--- config.mk ---
export PLATFORM = sky130hd
export DESIGN_NAME = sio_frame_port
export DESIGN_NICKNAME = d
export VERILOG_FILES = /design/src/rtl/sio_pkg.sv /design/src/rtl/sio_tx.sv /design/src/rtl/sio_rx.sv /design/src/rtl/sio_frame_port.sv
export SDC_FILE = /design/constraint.sdc
export NUM_CORES = 1
export LEC_CHECK = 0
export BUFFER_PORTS_ARGS = -buffer_cell sky130_fd_sc_hd__buf_2
export CORE_ASPECT_RATIO = 1.5
export CORE_MARGIN = 1
export CORE_UTILIZATION = 35
export CTS_CLUSTER_SIZE = 10
export DETAILED_ROUTE_END_ITERATION = 16
export GPL_ROUTABILITY_DRIVEN = 0
export PLACE_DENSITY = 0.58
export SYNTH_ARGS = -nofsm -noshare
export SYNTH_HDL_FRONTEND = slang
export SYNTH_SLANG_ARGS = --single-unit
export TNS_END_PERCENT = 1
--- constraint.sdc ---
create_clock -name clk -period 4.08 [get_ports clk]
set_clock_uncertainty 0.05 [all_clocks]
set_input_delay 0.204 -clock clk [delete_from_list [all_inputs] [get_ports clk]]
set_output_delay 0.204 -clock clk [all_outputs]
set_load 0.03 [all_outputs]
--- src/rtl/sio_pkg.sv ---
package sio_pkg;

  typedef enum logic [1:0] {
    PH_IDLE  = 2'd0,
    PH_START = 2'd1,
    PH_DATA  = 2'd2,
    PH_STOP  = 2'd3
  } phase_t;

  localparam int unsigned SIO_DATA_W = 8;
  localparam int unsigned SIO_OVS    = 16;

  // Two-of-three majority vote.
  function automatic logic maj3(input logic a, input logic b, input logic c);
    return (a & b) | (a & c) | (b & c);
  endfunction

  // Mid-bit tick index (0-based): the 8th tick of a bit period.
  function automatic int unsigned mid_tick(input int unsigned ovs);
    return ovs / 2 - 1;
  endfunction

endpackage

--- src/rtl/sio_tx.sv ---
module sio_tx
  import sio_pkg::*;
#(
  parameter int unsigned DW  = SIO_DATA_W,
  parameter int unsigned OVS = SIO_OVS
) (
  input  logic          clk,
  input  logic          rst_n,
  input  logic          tick,
  input  logic          wr_en,
  input  logic [DW-1:0] wr_byte,
  output logic          txd,
  output logic          stop_begin
);
  localparam int unsigned CW = $clog2(OVS);
  localparam int unsigned IW = (DW > 1) ? $clog2(DW) : 1;

  phase_t        phase;
  logic [CW-1:0] cnt;
  logic [IW-1:0] idx;
  logic [DW-1:0] shreg;
  logic          bit_end;

  assign bit_end    = tick && (cnt == CW'(OVS - 1));
  assign stop_begin = (phase == PH_DATA) && bit_end && (idx == IW'(DW - 1));

  always_ff @(posedge clk or negedge rst_n) begin
    if (!rst_n) begin
      phase <= PH_IDLE;
      cnt   <= '0;
      idx   <= '0;
      shreg <= '0;
    end else begin
      if (phase != PH_IDLE && tick) cnt <= bit_end ? '0 : cnt + 1'b1;
      case (phase)
        PH_IDLE: if (wr_en) begin
          shreg <= wr_byte;
          cnt   <= '0;
          phase <= PH_START;
        end
        PH_START: if (bit_end) begin
          idx   <= '0;
          phase <= PH_DATA;
        end
        PH_DATA: if (bit_end) begin
          shreg <= shreg >> 1;
          if (idx == IW'(DW - 1)) phase <= PH_STOP;
          else                    idx   <= idx + 1'b1;
        end
        default: if (bit_end) phase <= PH_IDLE;
      endcase
    end
  end

  always_comb begin
    case (phase)
      PH_START: txd = 1'b0;
      PH_DATA:  txd = shreg[0];
      default:  txd = 1'b1;
    endcase
  end

  // a write while a frame is in flight leaves the shift register untouched.
  p_busy_write_ignored_r2: assert property (@(posedge clk) disable iff (!rst_n)
    (phase != PH_IDLE && wr_en && !bit_end) |=> $stable(shreg));

endmodule

--- src/rtl/sio_rx.sv ---
module sio_rx
  import sio_pkg::*;
#(
  parameter int unsigned DW  = SIO_DATA_W,
  parameter int unsigned OVS = SIO_OVS
) (
  input  logic          clk,
  input  logic          rst_n,
  input  logic          tick,
  input  logic          rxd_in,
  input  logic          enable,
  output logic          frame_done,
  output logic [DW-1:0] frame_byte,
  output logic          frame_stop
);
  localparam int unsigned CW  = $clog2(OVS);
  localparam int unsigned IW  = (DW > 1) ? $clog2(DW) : 1;
  localparam int unsigned MID = mid_tick(OVS);

  phase_t        phase;
  logic [CW-1:0] cnt;
  logic [IW-1:0] idx;
  logic [DW-1:0] shreg;
  logic [2:0]    votes;
  logic          s1, s2, s3;
  logic          fall, bit_end, at_mid, busy;

  assign fall       = s3 & ~s2;
  assign bit_end    = tick && (cnt == CW'(OVS - 1));
  assign at_mid     = tick && (cnt == CW'(MID));
  assign busy       = (phase != PH_IDLE);
  assign frame_done = (phase == PH_STOP) && tick && (cnt == CW'(MID + 1));
  assign frame_stop = maj3(votes[0], votes[1], s2);
  assign frame_byte = shreg;

  always_ff @(posedge clk or negedge rst_n) begin
    if (!rst_n) begin
      s1 <= 1'b1;
      s2 <= 1'b1;
      s3 <= 1'b1;
    end else begin
      s1 <= rxd_in;
      s2 <= s1;
      s3 <= s2;
    end
  end

  always_ff @(posedge clk or negedge rst_n) begin
    if (!rst_n) begin
      phase <= PH_IDLE;
      cnt   <= '0;
      idx   <= '0;
      shreg <= '0;
      votes <= '0;
    end else begin
      if (busy && tick) begin
        cnt <= bit_end ? '0 : cnt + 1'b1;
        if (cnt == CW'(MID - 1)) votes[0] <= s2;
        if (cnt == CW'(MID))     votes[1] <= s2;
        if (cnt == CW'(MID + 1)) votes[2] <= s2;
      end
      case (phase)
        PH_IDLE: if (enable && fall) begin
          cnt   <= '0;
          phase <= PH_START;
        end
        PH_START: begin
          if (at_mid && s2) phase <= PH_IDLE;
          else if (bit_end) begin
            idx   <= '0;
            phase <= PH_DATA;
          end
        end
        PH_DATA: if (bit_end) begin
          shreg <= {maj3(votes[0], votes[1], votes[2]), shreg[DW-1:1]};
          if (idx == IW'(DW - 1)) phase <= PH_STOP;
          else                    idx   <= idx + 1'b1;
        end
        default: if (frame_done) phase <= PH_IDLE;
      endcase
    end
  end

  // reception only leaves idle when the receiver was enabled.
  p_start_gated_r4: assert property (@(posedge clk) disable iff (!rst_n)
    $rose(busy) |-> $past(enable));

  // a start bit that reads high at mid-bit sends the receiver back to idle.
  p_false_start_r5: assert property (@(posedge clk) disable iff (!rst_n)
    (phase == PH_START && at_mid && s2) |=> !busy);

endmodule

--- src/rtl/sio_frame_port.sv ---
module sio_frame_port
  import sio_pkg::*;
#(
  parameter int unsigned DW  = SIO_DATA_W,
  parameter int unsigned OVS = SIO_OVS
) (
  input  logic          clk,
  input  logic          rst_n,
  input  logic          tx_tick,
  input  logic          rx_tick,
  input  logic          wr_en,
  input  logic [DW-1:0] wr_byte,
  input  logic          rx_enable,
  input  logic          strict_stop,
  input  logic          clr_tx_done,
  input  logic          clr_rx_done,
  input  logic          irq_enable,
  input  logic          rxd,
  output logic          txd,
  output logic          tx_done,
  output logic          rx_done,
  output logic [DW-1:0] rx_data,
  output logic          rx_stop,
  output logic          irq
);
  logic          stop_begin;
  logic          frame_done;
  logic [DW-1:0] frame_byte;
  logic          frame_stop;
  logic          accept;

  sio_tx #(.DW(DW), .OVS(OVS)) u_tx (
    .clk(clk), .rst_n(rst_n), .tick(tx_tick), .wr_en(wr_en),
    .wr_byte(wr_byte), .txd(txd), .stop_begin(stop_begin)
  );

  sio_rx #(.DW(DW), .OVS(OVS)) u_rx (
    .clk(clk), .rst_n(rst_n), .tick(rx_tick), .rxd_in(rxd),
    .enable(rx_enable), .frame_done(frame_done),
    .frame_byte(frame_byte), .frame_stop(frame_stop)
  );

  assign accept = frame_done && !rx_done && (!strict_stop || frame_stop);

  always_ff @(posedge clk or negedge rst_n) begin
    if (!rst_n) begin
      tx_done <= 1'b0;
      rx_done <= 1'b0;
      rx_data <= '0;
      rx_stop <= 1'b0;
    end else begin
      if (stop_begin)       tx_done <= 1'b1;
      else if (clr_tx_done) tx_done <= 1'b0;
      if (accept) begin
        rx_data <= frame_byte;
        rx_stop <= frame_stop;
        rx_done <= 1'b1;
      end else if (clr_rx_done) begin
        rx_done <= 1'b0;
      end
    end
  end

  assign irq = irq_enable & (tx_done | rx_done);

  // the transmit flag is up on the cycle after the stop bit begins.
  p_txdone_at_stop_r3: assert property (@(posedge clk) disable iff (!rst_n)
    stop_begin |=> tx_done);

  // flags only fall on their own clear strobe.
  p_tx_flag_sticky_r11: assert property (@(posedge clk) disable iff (!rst_n)
    (tx_done && !clr_tx_done) |=> tx_done);
  p_rx_flag_sticky_r11: assert property (@(posedge clk) disable iff (!rst_n)
    (rx_done && !clr_rx_done) |=> rx_done);

  // a frame completing over a set flag stores nothing.
  p_hold_when_full_r8: assert property (@(posedge clk) disable iff (!rst_n)
    (frame_done && rx_done) |=> ($stable(rx_data) && $stable(rx_stop)));

  // strict mode drops frames with a low stop bit.
  p_strict_reject_r9: assert property (@(posedge clk) disable iff (!rst_n)
    (frame_done && strict_stop && !frame_stop) |=>
      ($stable(rx_data) && $stable(rx_stop)));

  // a rising flag with interrupts enabled raises the request.
  p_irq_follows_flag_r12: assert property (@(posedge clk) disable iff (!rst_n)
    (($rose(rx_done) || $rose(tx_done)) && irq_enable) |-> irq);

endmodule

==> results of run 1 <==
-- routing by layer --
layer / up-vias / part of all wire / track usage
met3: 6 / 0.030 / 0.0243
met1: 834 / 0.43 / 0.147
met5: - / 0 / 0
met4: 0 / 0.011 / 0.0448
met2: 33 / 0.53 / 0.236
li1: 851 / - / -
-- kinds of logic (layout without fill, tap and decap cells) --
family / Yosys count / count (layout) / share of synthesized area
AO/OA/AOI/OAI: 45 / 45 / 0.130
XOR/XNOR: 1 / 1 / 0.00336
adder cells (fa/ha/maj): 17 / 17 / 0.0802
buffers and inverters: 20 / 54 / 0.0451
flip-flops: 51 / 51 / 0.491
multiplexers: 33 / 33 / 0.139
AND/OR/NAND/NOR: 52 / 52 / 0.111
-- cells in the mapped netlist, drive strengths merged --
cell type and count:
dfrtp 48, mux2 22, ha 15, nor2 15, a21oi 12, inv 12
o21ai 12, mux2i 11, nand2 10, buf 8, a22o 6, nor3 5
nand2b 4, nand3b 4, a211oi 3, dfstp 3, nand3 3, a221oi 2
a31oi 2, and3 2, maj3 2, o31ai 2, a21o 1, a2bb2oi 1
and2b 1, and3b 1, and4 1, and4b 1, nand4 1, nand4b 1
nor2b 1, nor3b 1, nor4 1, o211ai 1, o21a 1, o311a 1
o311ai 1, xnor2 1
-- registers in the layout, indices dropped and copies added, names as in the netlist, 3 cells and up --
register / count
rx_data: 8
u_rx.frame_byte: 8
u_tx.shreg: 8
u_rx.cnt: 4
u_tx.cnt: 4
u_rx.idx: 3
u_rx.votes: 3
u_tx.idx: 3
-- what timing repair did --
item                      CTS  global route
gates resized for setup     0             0
hold buffers                2             0
hold endpoints to repair   49             0
-- cell type report --
class	count	area, um^2
fill	741	4290
clock inverter	3	26.3
timing repair buffer	34	183
sequential	51	1280
tap	100	125
inverter	12	45.0
clock buffer	5	68.8
multi-input combinational	148	1210
-- worst max-delay path, delay by kind of cell, from the launching register on --
family | cells | cell delay, ns
AOI/OAI and AO/OA | 2 | 0.71
adders and majority gates | 1 | 0.72
buffers and inverters | 1 | 0.09
DFF | 1 | 0.41
and+or+nand+nor | 2 | 0.33
-- power groups by stage --
stage          logic [mW]  registers, mW  clock network [mW]
2_1_floorplan       0.438          0.699                   0
3_5_place_dp        0.532          0.724                   0
5_1_grt             0.600          0.731               0.345
3_3_place_gp        0.518          0.722                   0
4_1_cts             0.535          0.714               0.330
6_report            0.528          0.714               0.310
-- through the flow --
stage | instance area [um^2] | std cells | util
4_1_cts | 2940 | 353 | 0.406
6_report | 2940 | 353 | 0.406
3_3_place_gp | 2820 | 343 | 0.390
3_5_place_dp | 2820 | 343 | 0.390
2_1_floorplan | 2610 | 219 | -
5_1_grt | 2940 | 353 | 0.406
-- worst max path at each step --
stage	from	endpoint	slack [ns]	cells after the start
floorplan	u_tx.phase[0]$_DFFE_PN0P_	txd	2.04	5
detailed placement	u_tx.phase[0]$_DFFE_PN0P_	u_tx.shreg[4]$_DFFE_PN0P_	1.65	6
global route	u_tx.phase[0]$_DFFE_PN0P_	u_tx.shreg[7]$_DFFE_PN0P_	1.43	6
CTS	u_tx.phase[0]$_DFFE_PN0P_	u_tx.shreg[7]$_DFFE_PN0P_	1.63	6
finish	u_tx.phase[0]$_DFFE_PN0P_	u_tx.shreg[7]$_DFFE_PN0P_	1.68	6
global placement	u_tx.phase[0]$_DFFE_PN0P_	u_tx.shreg[7]$_DFFE_PN0P_	1.75	6
==> flow_summary_export.csv, run 1 <==
group,metric,value,unit
outcome,status,"finished clean",
yosys,synthCells,219,
yosys,synth-seq-cells,51,
worst_setup_path,crit_fanout,17,
sta,rsz0062_at_grt,"no",
worst_setup_path,reg2regPathDepth,6,
worst_setup_path,cp-start-kind,"flop",
power,p_per_area,528,mW/mm^2
clock_tree,clk_pin_slew,0.10,ns
power,comb_power_share,0.340,
sta,final-setup-viol-count,0,
route,wirelength,4.55,mm
route,ant_nets,0,
sta,slew_viol_final,0,
yosys,syn_avg_cell_area,11.9,um^2
floorplanning,dieWidth,72.5,um
yosys,netlist_area,0.00261,mm^2
sta,worst_pin_slew,0.857,ns
sta,fin_hold_ws,0.0153,ns
cells_and_area,antenna_cells,0,
sta,max_freq,0.416,GHz
floorplanning,initial_utilization,0.361,
power,netSwitchingPower,576,uW
worst_setup_path,crit_chain,"inv_1 > ha_1 > nor2_1 > a211oi_4 > nand3b_1 > o21ai_0",
power,clkPwrFrac,0.200,
cells_and_area,nets,286,
sta,finalWorstSetupSlack,1.68,ns
power,vdd_drop_max,0.278,mV
worst_setup_path,cp.arrival,2.58,ns
route,drc_errors,0,
worst_setup_path,r2r-end,"u_tx.shreg[7]$_DFFE_PN0P_",
yosys,yosysTopAreaCellShare,0.461,
sta,min_period,2.40,ns
route,vias,1724,
yosys,yosysUniqueCellTypes,51,
worst_setup_path,critPathRequiredTime,4.26,ns
global_route,grt_start_max_net_pins,52,
cells_and_area,drive_gt1_frac,0.289,
floorplanning,num_rows,38,
sta,hold_viol,0,
clock_tree,htree_levels,2,
route,drt_pass1_iterations,4,
worst_setup_path,regToRegSetupSlack,1.68,ns
sta,post-route-period-util,0.589,
placement,port_buffers,31,
global_route,gr-total-overflow,0,
min_path,worstHoldEndpoint,"rx_done$_DFFE_PN0P_",
cells_and_area,final_common_cell,"dfrtp_1",
worst_setup_path,crit_type,"reg -> reg",
sta,relSlewSlack,0.429,
global_route,first_global_vias,1779,
power,p_sw_frac,0.372,
power,power.leakage,1.43,nW
min_path,hold_path_class,"in -> reg",
yosys,synth_fp_nets,253,
clock_tree,cts_inserted_buffers,5,
power,p_seq_frac,0.460,
worst_setup_path,critPathMaxStageDelay,0.72,ns
clock_tree,clkLatencyLatePin,0.30,ns
floorplanning,ios,32,
clock_tree,clockBufferDepth,2,
yosys,yosysWarnings,0,
worst_setup_path,crit_path_top_delay_cell,"ha_1",
placement,pre_cts_ws,1.65,ns
job,maxCapViolCount,0,
clock_tree,postCtsSetupBuffers,0,
floorplanning,die_h,108,um
yosys,yosys.area.top_type,"dfrtp_1",
floorplanning,fp.coreArea,0.00723,mm^2
global_route,antenna_found_initial,0,
min_path,hold_depth,2,
worst_setup_path,end_kind,"flop",
global_route,grt_pass1_wl,7.82,mm
clock_tree,cts.sinks,51,
power,power,1.55,mW
route,drtIter0Drc,62,
clock_tree,cts_tree,"done",
route,viasPerCell,4.88,
cells_and_area,area_delta_synth_final,12.7,%
yosys,yosysSeqAreaShare,0.491,
worst_setup_path,crit-reg2reg-launch,"u_tx.phase[0]$_DFFE_PN0P_",
floorplanning,die_area,0.00780,mm^2
placement,place_hpwl,3.20,mm
power,p_int,975,uW
sta,finalSetupTns,0,ns
global_route,track_usage,0.129,
clock_tree,cts-root-buf,"clkbuf_8",
route,wl_per_cell,12.9,um
min_path,hp-start,"clr_rx_done",
cells_and_area,final_cell_mix,"dfrtp_1, buf_2, mux2_2",
yosys,ys_top_cells_by_area,"dfrtp_1, mux2_2, ha_1",
Power figures use the tool's default switching activity.
==> run 2: changes to the inputs <==
==> constraint.sdc (replaced) <==
create_clock -name clk -period 2.4 [get_ports clk]
set_clock_uncertainty 0.05 [all_clocks]
set_input_delay 0.12 -clock clk [delete_from_list [all_inputs] [get_ports clk]]
set_output_delay 0.12 -clock clk [all_outputs]
set_load 0.03 [all_outputs]
==> flow_summary_export.csv, run 2 (synthesis results as in run 1) <==
group,metric,value,unit
outcome,status,"finished clean",
cells_and_area,stdcell_count,359,
worst_setup_path,critPathRequiredTime,2.54,ns
placement,placed_cell_area,0.00285,mm^2
power,p_per_area,889,mW/mm^2
clock_tree,clkLatencyLatePin,0.31,ns
worst_setup_path,end_kind,"flop",
clock_tree,cts_tree,"done",
route,ant_nets,0,
sta,post-route-period-util,0.822,
placement,place_hpwl,3.40,mm
min_path,hold_path_class,"in -> reg",
cells_and_area,multi_input_area,0.00121,mm^2
floorplanning,fp.coreArea,0.00723,mm^2
worst_setup_path,crit_type,"reg -> reg",
cells_and_area,antenna_cells,0,
cells_and_area,final_area,0.00300,mm^2
cells_and_area,drive_gt1_frac,0.290,
cells_and_area,area_delta_synth_final,15.3,%
sta,finalWorstSetupSlack,0.427,ns
sta,worst_pin_slew,0.561,ns
clock_tree,clk_pin_slew,0.10,ns
floorplanning,die_h,108,um
route,vias,1749,
sta,max_freq,0.507,GHz
cells_and_area,final_common_cell,"dfrtp_1",
floorplanning,num_rows,38,
floorplanning,die_area,0.00780,mm^2
global_route,track_usage,0.132,
route,viasPerCell,4.87,
sta,relSlewSlack,0.626,
placement,place_inst,345,
placement,port_buffers,31,
route,wl_per_cell,12.9,um
sta,rsz0062_at_grt,"no",
worst_setup_path,cp-start-kind,"flop",
sta,hold_viol,0,
global_route,gr-total-overflow,0,
global_route,antenna_found_initial,0,
placement,pre_cts_ws,0.454,ns
clock_tree,cts_inserted_buffers,5,
cells_and_area,seq_area,0.00128,mm^2
clock_tree,cts-root-buf,"clkbuf_8",
global_route,first_global_vias,1802,
floorplanning,ios,32,
clock_tree,cts.sinks,51,
floorplanning,initial_utilization,0.361,
sta,min_period,1.97,ns
route,wirelength,4.62,mm
power,vdd_drop_max,0.497,mV
global_route,grt_start_max_net_pins,30,
sta,finalSetupTns,0,ns
sta,slew_viol_final,0,
cells_and_area,nets,292,
cells_and_area,fill_cells,738,
cells_and_area,final_cell_mix,"dfrtp_1, buf_2, mux2_2",
worst_setup_path,cp.arrival,2.11,ns
route,drc_errors,0,
job,maxCapViolCount,0,
power,power.leakage,1.46,nW
worst_setup_path,crit_fanout,6,
sta,final-setup-viol-count,0,
global_route,grt_pass1_wl,7.99,mm
route,drt_pass1_iterations,4,
clock_tree,clockBufferDepth,2,
route,drtIter0Drc,53,
clock_tree,htree_levels,2,
floorplanning,dieWidth,72.5,um
[run 2: area by class of cell]
type,count,area share
flip-flops and latches,51,0.426
multi-input cells,148,0.402
repair buffers,40,0.0833
well taps,100,0.0416
clock buffers,5,0.0229
inverters,12,0.0150
clock inverters,3,0.00875
[run 2: power breakdown]
part | total (mW) | internal [mW] | switching (mW)
Combinational | 0.927 | 0.415 | 0.513
Clock | 0.524 | 0.215 | 0.308
Sequential | 1.22 | 1.05 | 0.171
[run 2: metal layers]
layer / vias to the layer above / GRT usage / part of all wire
li1: 864 / - / -
met1: 845 / 0.146 / 0.43
met2: 33 / 0.243 / 0.53
met3: 7 / 0.0262 / 0.026
met4: 0 / 0.0504 / 0.015
met5: - / 0 / 0
[run 2: final timing paths]
check / from / end / slack (ns) / depth (start not counted)
setup / recovery: u_tx.cnt[0]$_DFF_PN0_ / u_tx.phase[1]$_DFFE_PN0P_ / 0.43 / 5
hold / removal: wr_byte[1] / u_tx.shreg[1]$_DFFE_PN0P_ / 0.06 / 3
setup reg to reg: u_tx.cnt[0]$_DFF_PN0_ / u_tx.phase[1]$_DFFE_PN0P_ / 0.43 / 5
hold reg to reg: u_rx.s1$_DFF_PN1_ / u_rx.s2$_DFF_PN1_ / 0.31 / 0
max in group asynchronous: rst_n / u_rx.idx[0]$_DFFE_PN0P_ / 1.47 / 3
min in group asynchronous: rst_n / u_rx.cnt[2]$_DFF_PN0_ / 0.28 / 2
[run 2: through the flow]
stage | utilization | hold WS, ns | power [mW]
CTS | 0.416 | 0.0422 | 2.71
detailed placement | 0.394 | 0.0968 | 2.16
global placement | 0.394 | 0.0977 | 2.14
global route | 0.416 | 0.0512 | 2.87
floorplan | - | -0.226 | 1.93
finish | 0.416 | 0.0555 | 2.67
[run 2: worst max-delay path, stage by stage (launching register included)]
cell      delay (ns)
dfrtp_1         0.44
ha_1            0.28
and4_1          0.36
nand2_4         0.08
a221oi_4        0.32
mux2_4          0.33
[run 2: repair_timing]
item | in CTS | in global routing
hold endpoints to repair | 24 | 0
setup buffers | 0 | 0
resized for setup | 0 | 0
hold buffers | 6 | 0
==> run 3: changes to the inputs <==
--- a/config.mk
+++ b/config.mk
@@ -12,7 +12,7 @@
 export CTS_CLUSTER_SIZE = 10
 export DETAILED_ROUTE_END_ITERATION = 16
 export GPL_ROUTABILITY_DRIVEN = 0
-export PLACE_DENSITY = 0.58
+export PLACE_DENSITY = 0.6
 export SYNTH_ARGS = -nofsm -noshare
 export SYNTH_HDL_FRONTEND = slang
 export SYNTH_SLANG_ARGS = --single-unit
==> constraint.sdc (replaced) <==
create_clock -name clk -period 1.8 [get_ports clk]
set_clock_uncertainty 0.05 [all_clocks]
set_input_delay 0.09 -clock clk [delete_from_list [all_inputs] [get_ports clk]]
set_output_delay 0.09 -clock clk [all_outputs]
set_load 0.03 [all_outputs]
==> flow_summary_export.csv, run 3 (synthesis results as in run 1) <==
group,metric,value,unit
floorplanning,ios,32,
worst_setup_path,reg2regPathDepth,6,
global_route,grt_pass1_wl,8.45,mm
worst_setup_path,cp.arrival,1.89,ns
route,drc_errors,0,
route,drt_pass1_iterations,4,
global_route,gr-total-overflow,0,
clock_tree,cts-root-buf,"clkbuf_8",
job,maxCapViolCount,0,
clock_tree,cts_tree,"done",
floorplanning,dieWidth,72.5,um
sta,max_freq,0.575,GHz
cells_and_area,seq_area,0.00128,mm^2
power,vdd_drop_max,0.701,mV
cells_and_area,finalCoreUtilization,0.443,
power,power,3.91,mW
cells_and_area,multi_input_area,0.00125,mm^2
clock_tree,cts.sinks,51,
power,power.leakage,1.55,nW
sta,worst_pin_slew,0.349,ns
worst_setup_path,crit_type,"reg -> reg",
route,vias,1821,
sta,post-route-period-util,0.966,
min_path,hold_depth,3,
floorplanning,initial_utilization,0.361,
sta,final-setup-viol-count,0,
clock_tree,htree_levels,2,
cells_and_area,final_cell_mix,"dfrtp_1, buf_2, mux2_2",
cells_and_area,fill_cells,707,
power,p_per_area,1220,mW/mm^2
global_route,first_global_vias,1915,
placement,placed_cell_area,0.00298,mm^2
route,drtIter0Drc,116,
route,ant_nets,0,
worst_setup_path,cp-start-kind,"flop",
sta,min_period,1.74,ns
global_route,antenna_found_initial,0,
floorplanning,num_rows,38,
cells_and_area,area_delta_synth_final,22.9,%
floorplanning,die_h,108,um
outcome,status,"finished clean",
placement,port_buffers,31,
global_route,track_usage,0.142,
min_path,hold_path_class,"in -> reg",
clock_tree,clkLatencyLatePin,0.31,ns
cells_and_area,drive_gt1_frac,0.366,
cells_and_area,antenna_cells,0,
route,wirelength,4.95,mm
floorplanning,die_area,0.00780,mm^2
clock_tree,clockBufferDepth,2,
worst_setup_path,crit_fanout,10,
worst_setup_path,critPathRequiredTime,1.96,ns
sta,finalWorstSetupSlack,0.0606,ns
cells_and_area,nets,309,
worst_setup_path,end_kind,"flop",
placement,pre_cts_ws,0.0442,ns
sta,slew_viol_final,0,
cells_and_area,final_area,0.00320,mm^2
clock_tree,cts_inserted_buffers,5,
clock_tree,clk_pin_slew,0.10,ns
floorplanning,fp.coreArea,0.00723,mm^2
sta,hold_viol,0,
route,wl_per_cell,13.2,um
global_route,grt_start_max_net_pins,25,
cells_and_area,final_common_cell,"dfrtp_1",
placement,place_hpwl,3.69,mm
route,viasPerCell,4.84,
sta,relSlewSlack,0.765,
[run 3: changes by cell type in the layout (fill, tap and decap cells not counted), sizes merged]
cell / change
buf: +17
[run 3: final timing paths]
| path | from | to | slack [ns] |
|---|---|---|---|
| max | u_rx.cnt[1]$_DFF_PN0_ | rx_data[5]$_DFFE_PN0P_ | 0.06 |
| min | wr_byte[3] | u_tx.shreg[3]$_DFFE_PN0P_ | 0.03 |
| max reg2reg | u_rx.cnt[1]$_DFF_PN0_ | rx_data[5]$_DFFE_PN0P_ | 0.06 |
| min reg2reg | u_rx.s1$_DFF_PN1_ | u_rx.s2$_DFF_PN1_ | 0.31 |
| max in group asynchronous | rst_n | tx_done$_DFFE_PN0P_ | 1.02 |
| min in group asynchronous | rst_n | u_tx.cnt[2]$_DFF_PN0_ | 0.15 |
[run 3: metrics by stage]
stage	std cells	hold WS, ns	TNS [ns]
5_1_grt	376	0.0226	-0.00335
3_3_place_gp	358	-0.0593	0
4_1_cts	372	0.0125	0
3_5_place_dp	358	-0.0572	0
6_report	376	0.0272	0
2_1_floorplan	219	-0.256	0
[run 3: layout make-up]
class,instances,area share
Clock buffer,5,0.0215
Inverter,12,0.0141
Sequential cell,51,0.400
Clock inverter,3,0.00820
Tap cell,100,0.0391
Timing Repair Buffer,57,0.127
Multi-Input combinational cell,148,0.391
[run 3: power by group]
group          internal [mW]  total (mW)  switching [mW]
registers               1.40        1.60           0.198
clock network          0.287       0.704           0.417
logic                  0.803        1.61           0.805
total                   2.49        3.91            1.42
[run 3: what timing repair did]
item,4_1_cts,5_1_grt
endpoints found under the setup margin,1,25
endpoints found under the hold margin,56,0
resized for setup,3,8
pin swaps,0,0
setup buffers,0,4
hold buffers,6,0
[run 3: routing by layer]
| layer | vias up | share of wire | global-route usage | routed length [um] |
|---|---|---|---|---|
| li1 | 900 | - | - | - |
| met1 | 883 | 0.43 | 0.154 | 2120 |
| met2 | 32 | 0.53 | 0.254 | 2630 |
| met3 | 6 | 0.031 | 0.0346 | 152 |
| met4 | 0 | 0.010 | 0.0644 | 51 |
| met5 | - | 0 | 0 | 0 |
[run 3: worst max-delay path, cell delays in order (launching register included)]
cell,delay (ns)
dfrtp_1,0.44
inv_1,0.10
ha_1,0.15
nand3b_1,0.14
nor3_2,0.27
o21ai_4,0.16
mux2_1,0.33
